File: src/rtl/vga_rd_pkg.sv
package vga_rd_pkg;
  typedef enum logic {
    RD_PLANE   = 1'b0,
    RD_COMPARE = 1'b1
  } rd_mode_e;
endpackage

File: src/rtl/vga_plane_pick.sv
module vga_plane_pick #(
  parameter int PLANES = 4,
  parameter int PW     = 8,
  localparam int SW    = $clog2(PLANES),
  localparam int WW    = PLANES * PW
) (
  input  logic [WW-1:0] word,
  input  logic [SW-1:0] addr,
  input  logic [SW-1:0] map_sel,
  input  logic          chain4,
  input  logic          odd_even,
  output logic [PW-1:0] plane_byte
);
  logic [SW-1:0] idx;

  always_comb begin
    if (chain4)
      idx = addr;
    else if (odd_even)
      idx = {map_sel[SW-1:1], addr[0]};
    else
      idx = map_sel;
  end

  assign plane_byte = word[idx*PW +: PW];
endmodule

File: src/rtl/vga_color_match.sv
module vga_color_match #(
  parameter int PLANES = 4,
  parameter int PW     = 8,
  localparam int WW    = PLANES * PW
) (
  input  logic [WW-1:0]     word,
  input  logic [PLANES-1:0] color,
  input  logic [PLANES-1:0] care,
  output logic [PW-1:0]     match
);
  for (genvar n = 0; n < PW; n++) begin : g_bit
    always_comb begin
      match[n] = 1'b1;
      for (int b = 0; b < PLANES; b++) begin
        if (care[b] && (word[b*PW + n] != color[b]))
          match[n] = 1'b0;
      end
    end
  end
endmodule

File: src/rtl/vga_read_unit.sv
module vga_read_unit
  import vga_rd_pkg::*;
#(
  parameter int PLANES = 4,
  parameter int PW     = 8,
  localparam int SW    = $clog2(PLANES),
  localparam int WW    = PLANES * PW
) (
  input  logic              clk,
  input  logic              rst,
  input  logic              rd_valid,
  input  logic              rd_hit,
  input  logic [WW-1:0]     rd_data,
  input  logic [SW-1:0]     host_addr,
  input  logic              chain4,
  input  logic              odd_even,
  input  logic [SW-1:0]     map_sel,
  input  logic [PLANES-1:0] cmp_color,
  input  logic [PLANES-1:0] cmp_care,
  input  logic              rd_mode,
  output logic [PW-1:0]     out_byte,
  output logic              out_valid,
  output logic [WW-1:0]     latch_q
);
  logic          take;
  logic [PW-1:0] pick_byte;
  logic [PW-1:0] cmp_byte;
  logic [PW-1:0] next_byte;

  assign take = rd_valid && rd_hit;

  vga_plane_pick #(.PLANES(PLANES), .PW(PW)) u_pick (
    .word       (rd_data),
    .addr       (host_addr),
    .map_sel    (map_sel),
    .chain4     (chain4),
    .odd_even   (odd_even),
    .plane_byte (pick_byte)
  );

  vga_color_match #(.PLANES(PLANES), .PW(PW)) u_match (
    .word  (rd_data),
    .color (cmp_color),
    .care  (cmp_care),
    .match (cmp_byte)
  );

  assign next_byte = (rd_mode_e'(rd_mode) == RD_COMPARE) ? cmp_byte : pick_byte;

  always_ff @(posedge clk) begin
    if (rst) begin
      out_byte  <= '0;
      out_valid <= 1'b0;
      latch_q   <= '0;
    end else begin
      out_valid <= take;
      if (take) begin
        out_byte <= next_byte;
        latch_q  <= rd_data;
      end
    end
  end

  AST_VALID_PULSE: assert property (@(posedge clk) disable iff (rst)
    take |=> out_valid);
  AST_LATCH_LOAD: assert property (@(posedge clk) disable iff (rst)
    take |=> latch_q == $past(rd_data));
  AST_MISS_HOLD: assert property (@(posedge clk) disable iff (rst)
    !take |=> !out_valid && $stable(latch_q) && $stable(out_byte));
  AST_ALL_EXCLUDED: assert property (@(posedge clk) disable iff (rst)
    (take && rd_mode && cmp_care == '0) |=> out_byte == {PW{1'b1}});
  AST_CHAIN4_PICK: assert property (@(posedge clk) disable iff (rst)
    (take && !rd_mode && chain4) |=>
      out_byte == PW'($past(rd_data) >> ($past(host_addr) * PW)));
endmodule

File: config.mk
export PLATFORM = sky130hd
export DESIGN_NAME = vga_read_unit
export DESIGN_NICKNAME = d
export VERILOG_FILES = /design/src/rtl/vga_rd_pkg.sv /design/src/rtl/vga_plane_pick.sv /design/src/rtl/vga_color_match.sv /design/src/rtl/vga_read_unit.sv
export SDC_FILE = /design/constraint.sdc
export NUM_CORES = 1
export LEC_CHECK = 0
export BUFFER_PORTS_ARGS = -buffer_cell sky130_fd_sc_hd__buf_2
export CAP_MARGIN = 5
export CORE_MARGIN = 2
export CORE_UTILIZATION = 52
export DETAILED_ROUTE_END_ITERATION = 10
export GPL_TIMING_DRIVEN = 0
export PLACE_DENSITY = 0.89
export SYNTH_ARGS = -nofsm -noshare
export SYNTH_HDL_FRONTEND = slang
export SYNTH_SLANG_ARGS = --single-unit
File: constraint.sdc
create_clock -name clk -period 4.2 [get_ports clk]
set_clock_uncertainty 0.05 [all_clocks]
set_input_delay 0.21 -clock clk [delete_from_list [all_inputs] [get_ports clk]]
set_output_delay 0.21 -clock clk [all_outputs]
set_load 0.005 [all_outputs]
* Word level (Yosys, flattened, before mapping) *
Cells that the tools add are included.

word-level totals
  bits in registers = 41
  logic and storage cells = 104

cells by class
  eq/ne operators = 32
  shifts and indexed selects = 1
  muxes and demuxes = 35
  reduce and logical (&&, ||, !) cells = 33

operators with widths
  kind                                                   count
  1-bit logical AND                                      33
  1-bit 2-to-1 mux                                       33
  1-bit != test                                          32
  32-bit by 6-bit indexed part select with 8-bit output  1
  8-bit 2-to-1 mux                                       1
  2-bit 2-to-1 mux                                       1

* Depth between registers and ports, before layout *
  word-level depth = 7
  gate-level depth with buffers = 6
  gate-level depth less buffers = 5

* Hierarchy *
Synthesis repeated with hierarchy kept, for this count alone.

unflattened totals
  cell total of the unflattened synthesis = 252
  area, all modules = 2631.3 um^2

modules (own cells, without submodules)
  module           instances  cells each  area an instance (um^2)  seq. area each (um^2)
  vga_read_unit    1          185         1863.0                   820.8
  vga_color_match  1          56          514.2                    0.0
  vga_plane_pick   1          11          254.0                    0.0

* Worst setup path after synthesis *
Ideal clock, no wire load.

  path kind = in2reg
  from = in chain4
  to = reg out_byte[0]
  library setup time = 0.122 ns
  arrival = 1.317 ns
  required time = 4.028 ns
  path slack = 2.710 ns
  stages on the path = 4
  path through = mux2i_4 mux4_1 mux2i_1 a211oi_1

between the ends
  word-level cells in the longest chain between the ends = 3

ends and longest elaborated chain
  element                                                RTL line              text
  start, declared                                        vga_read_unit.sv:15   input logic chain4,
  2-bit 2-to-1 mux                                       vga_plane_pick.sv:17  if (chain4)
  32-bit by 6-bit indexed part select with 8-bit output  vga_plane_pick.sv:25  assign plane_byte = word[idx*PW +: PW];
  8-bit 2-to-1 mux                                       vga_read_unit.sv:48   assign next_byte = (rd_mode_e'(rd_mode) == RD_COMPARE) ? cmp_byte : pick_byte;
  end signal, assigned                                   vga_read_unit.sv:58   out_byte <= next_byte;
  end, declared                                          vga_read_unit.sv:21   output logic [PW-1:0] out_byte,

No other way between the ends.
A chain may end at the register's enable or synchronous reset.

* Final worst setup path *
  from = in chain4
  to = reg out_byte[6]

Same word-level chain as after synthesis.

==> impl_metrics.tcl <==
set metrics [dict create \
    status "completed" \
    final_layout_size_suffix_gt1_share_pct 32.3 \
    reg2reg_depth 2 \
    max_stage_delay_ns 0.55 \
    cts.sinks 41 \
    vias 2120 \
    ys_seq_area_share_pct 36.9 \
    synth_cell_type_count 20 \
    io_pins 92 \
    detail_route.wl_per_cell_um 15.7 \
    place.gp.congestion 0.888 \
    initial_utilization_pct 54.9 \
    hold_depth 3 \
    syn_nets 296 \
    finalHoldViolCount 0 \
    cts_tree "yes" \
    critical_path_class "input pin to register" \
    drc 0 \
    row_count 23 \
    worst_path_max_delay_cell "mux2i_2" \
    postCtsHoldBufs 0 \
    slew_headroom_pct 60.9 \
    grt_overflow 0 \
    p_sw_share_pct 26.0 \
    min-delay-start "rd_data[28]" \
    initialDrtViolationCount 102 \
    p_int_mw 0.698 \
    post_cts_buffers 0 \
    slew_viol_final 0 \
    end_kind "register" \
    dp_hpwl_mm 4.60 \
    cp.required_ns 4.33 \
    avgViaCountPerCell 5.52 \
    finalSetupViolations 0 \
    worst_pin_slew_ns 0.575 \
    grtUsageTotal_pct 25.3 \
    powerDensity_mw_per_mm2 335 \
    multi_input_area_mm2 0.00127 \
    grt_pass1_vias 2121 \
    rsz0062_at_grt "no" \
    synth_seq_cells 41 \
    fin_crit_sh_pct 38.5 \
    die_area_mm2 0.00482 \
    setup-tns-final_ns 0 \
    p_sw_mw 0.245 \
    h-tree-depth 2 \
    port_buffers 81 \
    grt_max_degree 13 \
    firstDrtPassIters 4 \
    clkTransAtPathRegs_ns 0.08 \
    diodes 0 \
    cts_resized 0 \
    die_w_um 69.4 \
    clock_latency_ns 0.29 \
    cp_data_arrival_time_ns 1.74 \
    clockBufferDepth 2 \
    cts_buffers 5 \
    finalWirelength_mm 6.04 \
    layout.nets 384 \
    fin_crit_ns 1.62 \
    synth_area_per_cell_um2 9.09 \
    crit_fanout 8 \
    synth_area_mm2 0.00223 \
    postRouteAntennaNets 0 \
    p_leak_nw 1.30 \
    power_mw 0.943 \
    cts_root_buf "clkbuf_8" \
    cap_violations 0 \
    yosysWarningCount 0 \
    regToRegStartpoint "out_byte[7]" \
    ir_drop_mv 0.232 \
    syn_inst 245 \
    final-seq-area_um2 821 \
    rr_endpoint "out_byte[7]" \
    antenna_found_initial 0 \
    clkPwrFrac_pct 34.7 \
    area_delta_synth_final_pct 26.2 \
    nFillCells 317 \
    hold_class "input pin to register" \
    core_mm2 0.00406 \
    fmaxAchievable_mhz 619 \
    holdPathEnd "latch_q[28]" \
    grt_pass1_wl_mm 9.72 \
    reg2reg_slack_ns 3.47 \
    pwr-share-seq_pct 44.3 \
    share_comb_of_total_power_pct 21.1 \
    worstPathCellList "buf_2, nor2_1, mux2i_2, mux4_1, mux2i_1, a211oi_1" \
    die_h_um 69.4 \
    cp-start-kind "input pin" \
]
## cell usage in the layout, fill, tap and decap left out, types with 8 or more instances in the layout
master and instances:
clkbuf_8 8, buf_2 83, a211oi_1 8, a22o_2 8
mux4_1 8, a21oi_1 32, mux2i_1 8, xor2_1 32
a221oi_1 8, nand2_1 65, nor2_1 10, clkbuf_1 12
dfxtp_1 41
## layer usage
layer,share of wire (%),track usage (%)
met3,10,6.83
met1,39,31.5
met5,0,0
met2,48,40.2
met4,2.4,12.9
## synthesized netlist by cell type, drive strengths merged
| library cell | instances | area share (%) |
|---|---|---|
| a22o | 8 | 3.6 |
| a211oi | 8 | 2.7 |
| xor2 | 32 | 13 |
| clkdlybuf4s50 | 1 | 0.51 |
| clkbuf | 13 | 3.1 |
| nand2 | 65 | 11 |
| a21oi | 32 | 7.2 |
| mux2i | 10 | 5.2 |
| a221oi | 8 | 3.1 |
| clkdlybuf4s25 | 2 | 0.90 |
| nor2 | 10 | 1.7 |
| mux4 | 8 | 9.4 |
| and2 | 1 | 0.34 |
| buf | 6 | 1.8 |
| dfxtp | 41 | 37 |
## cells by family (layout without fill, tap and decap cells)
| group | Yosys count | after routing | share of synthesized area (%) |
|---|---|---|---|
| buf+inv | 22 | 111 | 6.29 |
| flops | 41 | 41 | 36.9 |
| mux | 18 | 18 | 14.7 |
| simple gates | 76 | 76 | 13.0 |
| compound gates | 56 | 56 | 16.6 |
| xor+xnor | 32 | 32 | 12.6 |
## flip-flops by register name, indices dropped and copies added (netlist names)
signal / cells
out_byte: 8
out_valid: 1
latch_q: 32
## per-stage QoR
stage	cell area (um2)	hold slack [ns]	setup slack, ns	util (%)	cells
after floorplan	2230	0.293	2.71	-	245
after global placement	2700	0.390	2.34	66.4	376
after detailed placement	2700	0.392	2.31	66.4	376
after CTS	2810	0.119	2.62	69.3	384
after global routing	2810	0.130	2.51	69.3	384
final	2810	0.127	2.58	69.3	384
## power by group through the flow
stage,sequential (mW),clock (mW),combinational [mW]
floorplan,0.429,0,0.118
global placement,0.426,0,0.190
detailed placement,0.426,0,0.196
CTS,0.417,0.334,0.197
global route,0.420,0.350,0.215
finish,0.417,0.327,0.199
## how the worst max path moves through the flow
stage	start	to	depth (start not counted)
finish	chain4	out_byte[6]	6
global route	chain4	out_byte[6]	6
CTS	chain4	out_byte[6]	6
detailed placement	chain4	out_byte[6]	6
global placement	chain4	out_byte[7]	6
floorplan	chain4	out_byte[0]	4
## cell type report
class                      count  share of cell area (%)
sequential                    41                    29.2
clock buffer                   7                    3.07
tap                           50                    2.23
buffer                        22                    4.98
timing repair buffer          81                    14.4
multi-input combinational    182                    45.0
clock inverter                 1                    1.07
## critical path: cells and delay by family
kind	cells	cell delay (ns)
AND/OR/NAND/NOR	1	0.15
buffers and inverters	1	0.12
multiplexers	3	1.15
AO/OA/AOI/OAI	1	0.11
(Power assumes the default switching activity.)
